File: src/rtl/sbsram_pkg.sv
package sbsram_pkg;
    typedef enum logic [1:0] {
        S_DESEL,
        S_FIRST,
        S_ACTIVE,
        S_SLEEP
    } sb_state_e;

    localparam int unsigned LANE_W = 8;
endpackage

File: src/rtl/sbsram_fsm.sv
module sbsram_fsm
    import sbsram_pkg::*;
#(
    parameter int unsigned LANES = 4
) (
    input  logic             clk,
    input  logic             rst_n,
    input  logic             adsp_n,
    input  logic             adsc_n,
    input  logic             adv_n,
    input  logic             ce1_n,
    input  logic             ce2,
    input  logic             ce3_n,
    input  logic             gw_n,
    input  logic             bwe_n,
    input  logic [LANES-1:0] bw_n,
    input  logic             oe_n,
    input  logic             zz,
    output logic             load,
    output logic             adv_step,
    output logic [LANES-1:0] lane_we,
    output logic             drive
);
    sb_state_e        state, nxt;
    logic             load_p, load_c, ce_ok, selected;
    logic [LANES-1:0] lanes_req;

    assign load_p   = !adsp_n && !ce1_n && !zz;
    assign load_c   = !adsc_n && !load_p && !zz;
    assign load     = load_p || load_c;
    assign ce_ok    = !ce1_n && ce2 && !ce3_n;
    assign selected = (state == S_FIRST) || (state == S_ACTIVE);

    always_comb begin
        nxt = state;
        if (zz) begin
            nxt = S_SLEEP;
        end else begin
            unique case (state)
                S_DESEL, S_SLEEP: nxt = (load && ce_ok) ? S_FIRST : S_DESEL;
                S_FIRST, S_ACTIVE: begin
                    if (load) nxt = ce_ok ? S_ACTIVE : S_DESEL;
                    else      nxt = S_ACTIVE;
                end
            endcase
        end
    end

    always_ff @(posedge clk) begin
        if (!rst_n) state <= S_DESEL;
        else        state <= nxt;
    end

    always_comb begin
        if (!gw_n)       lanes_req = '1;
        else if (!bwe_n) lanes_req = ~bw_n;
        else             lanes_req = '0;
        adv_step = selected && !zz && !load && !adv_n;
        lane_we  = (selected && !zz && !load_p) ? lanes_req : '0;
        drive    = (state == S_ACTIVE) && !oe_n && !zz && (lanes_req == '0);
    end

    // first read after a selecting load from deselect is masked
    assert_first_masked_R8: assert property (@(posedge clk) disable iff (!rst_n)
        (!zz && load && ce_ok && !selected) |=> !drive);

    // non-selecting load leaves the port undriven next cycle
    assert_desel_quiet_R4: assert property (@(posedge clk) disable iff (!rst_n)
        (!zz && load && !ce_ok) |=> !drive);

    // strobe collision: processor wins, same-cycle writes dropped
    assert_adsp_priority_R2: assert property (@(posedge clk) disable iff (!rst_n)
        (!adsp_n && !ce1_n && !adsc_n && !zz) |-> (lane_we == '0));

    // sleep blocks drive and writes
    assert_sleep_quiet_R9: assert property (@(posedge clk) disable iff (!rst_n)
        zz |-> (!drive && lane_we == '0));
endmodule

File: src/rtl/sbsram_addr.sv
module sbsram_addr #(
    parameter int unsigned AW = 6
) (
    input  logic          clk,
    input  logic          rst_n,
    input  logic          load,
    input  logic          adv_step,
    input  logic [AW-1:0] addr_in,
    output logic [AW-1:0] word_idx,
    output logic [AW-3:0] addr_hi,
    output logic [1:0]    burst
);
    localparam int unsigned HW = AW - 2;

    logic [HW-1:0] hi_q;
    logic [1:0]    cnt_q;

    always_ff @(posedge clk) begin
        if (!rst_n) begin
            hi_q  <= '0;
            cnt_q <= '0;
        end else if (load) begin
            hi_q  <= addr_in[AW-1:2];
            cnt_q <= addr_in[1:0];
        end else if (adv_step) begin
            cnt_q <= cnt_q + 2'd1;
        end
    end

    assign addr_hi  = hi_q;
    assign burst    = cnt_q;
    assign word_idx = {hi_q, cnt_q};
endmodule

File: src/rtl/sbsram_array.sv
module sbsram_array
    import sbsram_pkg::*;
#(
    parameter int unsigned AW    = 6,
    parameter int unsigned LANES = 4
) (
    input  logic                    clk,
    input  logic [LANES-1:0]        lane_we,
    input  logic [AW-1:0]           widx,
    input  logic [LANES*LANE_W-1:0] wdata,
    output logic [LANES*LANE_W-1:0] rdata
);
    localparam int unsigned WORDS = 1 << AW;

    for (genvar g = 0; g < LANES; g++) begin : g_lane
        logic [LANE_W-1:0] bank [WORDS];

        always_ff @(posedge clk) begin
            if (lane_we[g]) bank[widx] <= wdata[g*LANE_W +: LANE_W];
        end

        assign rdata[g*LANE_W +: LANE_W] = bank[widx];
    end
endmodule

File: src/rtl/sbsram_top.sv
module sbsram_top
    import sbsram_pkg::*;
#(
    parameter int unsigned AW    = 6,
    parameter int unsigned LANES = 4
) (
    input  logic                    clk,
    input  logic                    rst_n,
    input  logic [AW-1:0]           addr,
    input  logic                    adsp_n,
    input  logic                    adsc_n,
    input  logic                    adv_n,
    input  logic                    ce1_n,
    input  logic                    ce2,
    input  logic                    ce3_n,
    input  logic                    gw_n,
    input  logic                    bwe_n,
    input  logic [LANES-1:0]        bw_n,
    input  logic                    oe_n,
    input  logic                    zz,
    input  logic [LANES*LANE_W-1:0] din,
    output logic [LANES*LANE_W-1:0] dout,
    output logic                    dout_en
);
    localparam int unsigned DW = LANES * LANE_W;

    logic             load, adv_step, drive;
    logic [LANES-1:0] lane_we;
    logic [AW-1:0]    word_idx;
    logic [AW-3:0]    addr_hi;
    logic [1:0]       burst;
    logic [DW-1:0]    rdata;

    sbsram_fsm #(.LANES(LANES)) u_fsm (
        .clk(clk), .rst_n(rst_n), .adsp_n(adsp_n), .adsc_n(adsc_n),
        .adv_n(adv_n), .ce1_n(ce1_n), .ce2(ce2), .ce3_n(ce3_n),
        .gw_n(gw_n), .bwe_n(bwe_n), .bw_n(bw_n), .oe_n(oe_n), .zz(zz),
        .load(load), .adv_step(adv_step), .lane_we(lane_we), .drive(drive)
    );

    sbsram_addr #(.AW(AW)) u_addr (
        .clk(clk), .rst_n(rst_n), .load(load), .adv_step(adv_step),
        .addr_in(addr), .word_idx(word_idx), .addr_hi(addr_hi), .burst(burst)
    );

    sbsram_array #(.AW(AW), .LANES(LANES)) u_array (
        .clk(clk), .lane_we(lane_we), .widx(word_idx), .wdata(din), .rdata(rdata)
    );

    assign dout    = drive ? rdata : '0;
    assign dout_en = drive;

    // upper address only changes on a load
    assert_hold_hi_R1: assert property (@(posedge clk) disable iff (!rst_n)
        !load |=> $stable(addr_hi));

    // blocked processor strobe leaves the index untouched
    assert_adsp_gated_R3: assert property (@(posedge clk) disable iff (!rst_n)
        (!adsp_n && ce1_n && adsc_n && adv_n) |=> $stable(word_idx));

    // advance steps the 2-bit counter with wrap
    assert_burst_wrap_R6: assert property (@(posedge clk) disable iff (!rst_n)
        adv_step |=> (burst == $past(burst) + 2'd1) && $stable(addr_hi));

    // sleep freezes the address
    assert_sleep_hold_R9: assert property (@(posedge clk) disable iff (!rst_n)
        zz |=> $stable(word_idx));
endmodule

File: config.mk
export PLATFORM = sky130hd
export DESIGN_NAME = sbsram_top
export DESIGN_NICKNAME = d
export VERILOG_FILES = /design/src/rtl/sbsram_pkg.sv /design/src/rtl/sbsram_fsm.sv /design/src/rtl/sbsram_addr.sv /design/src/rtl/sbsram_array.sv /design/src/rtl/sbsram_top.sv
export SDC_FILE = /design/constraint.sdc
export NUM_CORES = 2
export LEC_CHECK = 0
export ABC_AREA = 1
export BUFFER_PORTS_ARGS = -buffer_cell sky130_fd_sc_hd__buf_2
export CAP_MARGIN = 20
export CORE_ASPECT_RATIO = 1.25
export CORE_UTILIZATION = 30
export DETAILED_ROUTE_END_ITERATION = 6
export HOLD_SLACK_MARGIN = 0.12
export SLEW_MARGIN = 20
export SYNTH_ARGS = -nofsm -noshare
export SYNTH_HDL_FRONTEND = slang
export SYNTH_SLANG_ARGS = --single-unit
File: constraint.sdc
create_clock -name clk -period 2.25 [get_ports clk]
set_clock_uncertainty 0.15 [all_clocks]
set_input_delay 0.225 -clock clk [delete_from_list [all_inputs] [get_ports clk]]
set_output_delay 0.225 -clock clk [all_outputs]
set_load 0.05 [all_outputs]
==> results <==
- The cell taking the most area after synthesis is sky130_fd_sc_hd__edfxtp_1.
- Of the total power, the share spent switching nets is 0.247.
- The post-synthesis instance area is 87500 um^2.
- The sequential power share is 0.485.
- The tightest min-delay check is of the in2reg type.
- The post-route fraction of the period consumed by the critical path is 1.58.
- The initial utilization of the core area, before any placement, comes to 0.302.
- The total iterations of the first detailed-routing run is 7.
- The highest signal layer in the routed design is met5.
- The routed design uses 132 mm of met2 wire.
- Synthesis handed over a netlist of around 8700 instances.
- The slowest cell on the critical path is sky130_fd_sc_hd__dfxtp_4.
- Counting cells, the worst reg-to-reg path comes to 14.
- The area overhead of the layout relative to synthesis is 27.4%.
- The most critical setup path has its startpoint at u_addr.burst[0]$_SDFFE_PN0P_.
- The count of placed standard cells in the final layout, fillers left out is 13592.
- The final layout contains around 9700 nets.
- The checks that failed: DRC, setup timing.
- The setup check on the worst reg-to-reg path leaves a slack of -0.60 ns.
- The combinational fraction of design power is 0.121.
- In this run the remaining antenna-violating nets after routing total 0.
- The worst hold path was traced through 2 stages.
- The async set-reset flop share out of synthesis is 0.
- The required time reported for the critical path endpoint is 1.88 ns.
- Measured against its own limit, the worst slew margin works out to 0.437.
- The I/O pin count is 87.
- Summed over all nets, the half-perimeter wirelength after detailed placement is 177 mm.
- The design internal power is 65500 uW.
- The post-synthesis register bit count is 2056.
- The pin count of the biggest net entering global routing is 65.
- The power density over the cells is ~780 nW/um^2.
- In this run, CTS created clock tree buffers numbering 204.
- The slew at the pin closest to its max-slew limit is 0.844 ns.
- The longest clock path from root to sink contains 4 buffers.
- The initial antenna violation count is 13.
- The smallest clock period supported by the final layout is computed as 3.56 ns.
- The endpoint of the lowest-slack register-to-register path is u_array.g_lane[1].bank[35][2]$_DFFE_PP_.
- For this block, the via count after detailed routing is 63995.
- The floorplan step defined a die boundary enclosing between 200000 and 300000 um^2.
- The congestion estimate from routability-driven global placement came to 0.890.
- In the routed design, unresolved DRC markers number 1.
- In the final layout, the share of cells above drive strength 1 is 0.179.
- STA classifies the critical path startpoint as a flip-flop.
- The sum of internal, switching and leakage power is approximately 87000 uW.
- After global routing the overflow that remains totals 0.
- The number of hold violations in the final report is 0.
- The post-detailed-routing wire length is 279 mm.
- After routing the design area is around 110000 um^2.
- Setup repair after global routing could not meet its margin everywhere.
- In the post-synthesis netlist, the biggest area contributors are sky130_fd_sc_hd__edfxtp_1 70%, sky130_fd_sc_hd__nand2_1 25%, sky130_fd_sc_hd__nor2_1 1.5%.
- The largest driver fanout on the critical path is 8.
- The number of distinct library cell variants in the gate-level netlist after synthesis is 29.
- The H-tree was split into 4 levels.
- The share of power burned in the clock network is 0.394.
- On the final layout, the worst hold slack is 0.197 ns.
- The via count of the first global-routing pass is 61601.
- The main flop type after synthesis is sky130_fd_sc_hd__edfxtp_1.
- The average cell area after synthesis is 10.0 um^2.
- The wire length of the first global-routing pass is around 400 mm.
- The count of buffers added on input and output ports is 86.
- For this run, the register share of the synthesized area comes to 0.705.
- Across the run, the number of max-cap violations was 0.
- The endpoint arrival time on the critical path is around 3.2 ns.
- The number of buffer and inverter instances along the worst setup path is 6.
- The number of placement rows is 221.
- The critical path class is reg2out.
- The number of enable-type register cells in the synthesized netlist is slightly above 2000.
- The total count of max-transition violations in the final report is 0.
- The cell family contributing the most delay on the critical path is buffers and inverters.
- For this design the total switching power over the nets is approximately 21000 uW.
- The worst-case IR drop observed on VDD is 0.628 mV.
- The floorplan core area is about 290000 um^2.
- The total number of cells along the worst setup path is 16.
- From left edge to right edge, the die measures 485 um.
- The critical path ends at dout[16].
- The flow ran to the end, but the final reports show violations.
- The cell occurring most often along the worst timing path is sky130_fd_sc_hd__nand2_1.
- Clock tree synthesis selected as its root buffer the cell sky130_fd_sc_hd__clkbuf_16.
- Walking the worst path, the cells encountered are buf_6 > buf_12 > buf_16 > buf_16 > clkbuf_16 > nand2_1 > nand2_1 > nand2_1 > nand2_2 > nand2_1 > nand2_2 > nand2_1 > nand2_2 > nor2_4 > a21oi_4 > buf_12.
- The number of setup violations in the final report is 2012.
- For this block, wires on met1 add up to 111 mm.
- The share of Yosys cell area claimed by the top area cell type is 0.703.
- The total length of routed met3 wires is about 19 mm.
- The worst setup path is captured at an output pin.
- The number of nets handed over by synthesis was 8792.
- The starting DRC count in detailed routing is 6369.
- CTS saw 2056 sinks.
- The final worst slack is -1.31 ns.
- The CTS tree is done.
- Including well taps, the total number of placed cells is 13028.
- The total leakage power is 0.0459 uW.
- For this run, the top clock speed supported by timing is 281 MHz.
- The startpoint identified for the worst register-to-register timing path is u_addr.burst[0]$_SDFFE_PN0P_.
- After clock tree synthesis, the clock-pin slew on the worst setup and hold paths is roughly 0.060 ns.
- The post-detailed-route wirelength per cell is 20.5 um.
- The floorplan step set the die height to slightly above 600 um.
- The largest single stage delay on the critical path is 0.43 ns.
- Once placement finished, the instance area stood at 100000 um^2.
- The yosys synthesis warning count is 0.
- The detail-routed via count per cell is between 4 and 5.
- The clock reaches the later pin of the worst-skew pair after 0.87 ns.
- Across every metal layer, demand over resource in global routing totals 0.180.
## cell families (layout without fill, tap and decap cells)
family,count (synthesis),after routing,share of synthesized area
AO/OA/AOI/OAI,66,66,0.00400
XOR/XNOR,1,1,0.000100
adder cells (fa/ha/maj),1,1,0.000143
buffers and inverters,484,1544,0.0275
flip-flops,2056,2056,0.705
other,0,4,0
AND/OR/NAND/NOR,6129,6129,0.264
## how the worst min path moves through the flow
stage / from / endpoint / slack, ns
2_1_floorplan: din[0] / u_array.g_lane[0].bank[0][0]$_DFFE_PP_ / 0.17
3_3_place_gp: addr[3] / u_addr.addr_hi[1]$_SDFFE_PN0P_ / 0.37
3_5_place_dp: addr[3] / u_addr.addr_hi[1]$_SDFFE_PN0P_ / 0.38
4_1_cts: rst_n / u_fsm.state[0]$_SDFF_PN0_ / 0.16
5_1_grt: din[22] / u_array.g_lane[2].bank[38][6]$_DFFE_PP_ / 0.20
6_report: din[22] / u_array.g_lane[2].bank[11][6]$_DFFE_PP_ / 0.20
## routing by layer
metal,global-route usage,up-vias
met2,0.302,2523
met4,0.0928,6
met3,0.0218,539
met1,0.229,30895
li1,-,30032
met5,0,-
## registers in the layout (all words and copies together), names as in the netlist
name / cells
u_array.g_lane.bank: 2048
u_addr.burst: 2
u_addr.addr_hi: 4
u_fsm.state: 2
## metrics by stage
stage          utilization  worst slack [ns]  setup TNS, ns
2_1_floorplan            -           -0.0856        -165.23
3_3_place_gp         0.345            -0.664        -366.87
3_5_place_dp         0.345            -0.680        -378.89
4_1_cts              0.376             -1.33        -471.66
5_1_grt              0.384             -1.39        -651.71
6_report             0.384             -1.31        -488.68
## power groups by stage
stage	Sequential, uW	Clock, uW	Combinational [uW]
3_5_place_dp	43000	0	8840
2_1_floorplan	43000	0	4790
3_3_place_gp	43000	0	8770
6_report	42200	34300	10500
5_1_grt	42200	36100	11400
4_1_cts	42200	34800	9610
## cells in the mapped netlist (2+ instances only)
| library cell | n |
|---|---|
| sky130_fd_sc_hd__edfxtp_1 | 2048 |
| sky130_fd_sc_hd__nor3_1 | 11 |
| sky130_fd_sc_hd__clkinv_1 | 2 |
| sky130_fd_sc_hd__o21ai_0 | 14 |
| sky130_fd_sc_hd__or2_2 | 5 |
| sky130_fd_sc_hd__o21ai_1 | 5 |
| sky130_fd_sc_hd__o211ai_1 | 5 |
| sky130_fd_sc_hd__buf_4 | 44 |
| sky130_fd_sc_hd__nand2_1 | 5737 |
| sky130_fd_sc_hd__dfxtp_1 | 8 |
| sky130_fd_sc_hd__clkbuf_1 | 187 |
| sky130_fd_sc_hd__nor2_2 | 5 |
| sky130_fd_sc_hd__a21oi_1 | 39 |
| sky130_fd_sc_hd__inv_1 | 23 |
| sky130_fd_sc_hd__buf_6 | 27 |
| sky130_fd_sc_hd__nor2_1 | 355 |
| sky130_fd_sc_hd__buf_2 | 172 |
| sky130_fd_sc_hd__buf_1 | 25 |
| sky130_fd_sc_hd__inv_2 | 3 |
| sky130_fd_sc_hd__nand3_1 | 13 |
## area by class of cell
cell class / count / area (um^2)
multi-input combinational: 6197 / 25200
clock inverter: 132 / 1290
inverter: 29 / 145
antenna: 4 / 10.0
timing repair buffer: 1143 / 13100
sequential: 2056 / 61700
fill: 27574 / 179000
tap: 3791 / 4740
timing repair inverter: 1 / 16.3
clock buffer: 239 / 5280
## cell usage in the layout, fill, tap and decap left out, types with 40 or more instances in the layout
master and n:
sky130_fd_sc_hd__buf_12 218, sky130_fd_sc_hd__buf_2 54, sky130_fd_sc_hd__buf_4 617, sky130_fd_sc_hd__buf_6 93, sky130_fd_sc_hd__clkbuf_16 234, sky130_fd_sc_hd__clkinv_1 49, sky130_fd_sc_hd__clkinv_2 40, sky130_fd_sc_hd__dlygate4sd3_1 67
sky130_fd_sc_hd__edfxtp_1 2048, sky130_fd_sc_hd__nand2_1 5523, sky130_fd_sc_hd__nand2_2 193, sky130_fd_sc_hd__nor2_1 255, sky130_fd_sc_hd__nor2_4 71
## repair_timing
item                                    4_1_cts  5_1_grt
pin swaps                                    50      181
gates cloned                                 17       34
resized for setup                           231      412
setup buffers                                34       47
hold buffers                                 67        0
hold endpoints to repair                   2080        0
endpoints found under the setup margin     2073     2087
Note: power is estimated with default switching activity, not from simulation.
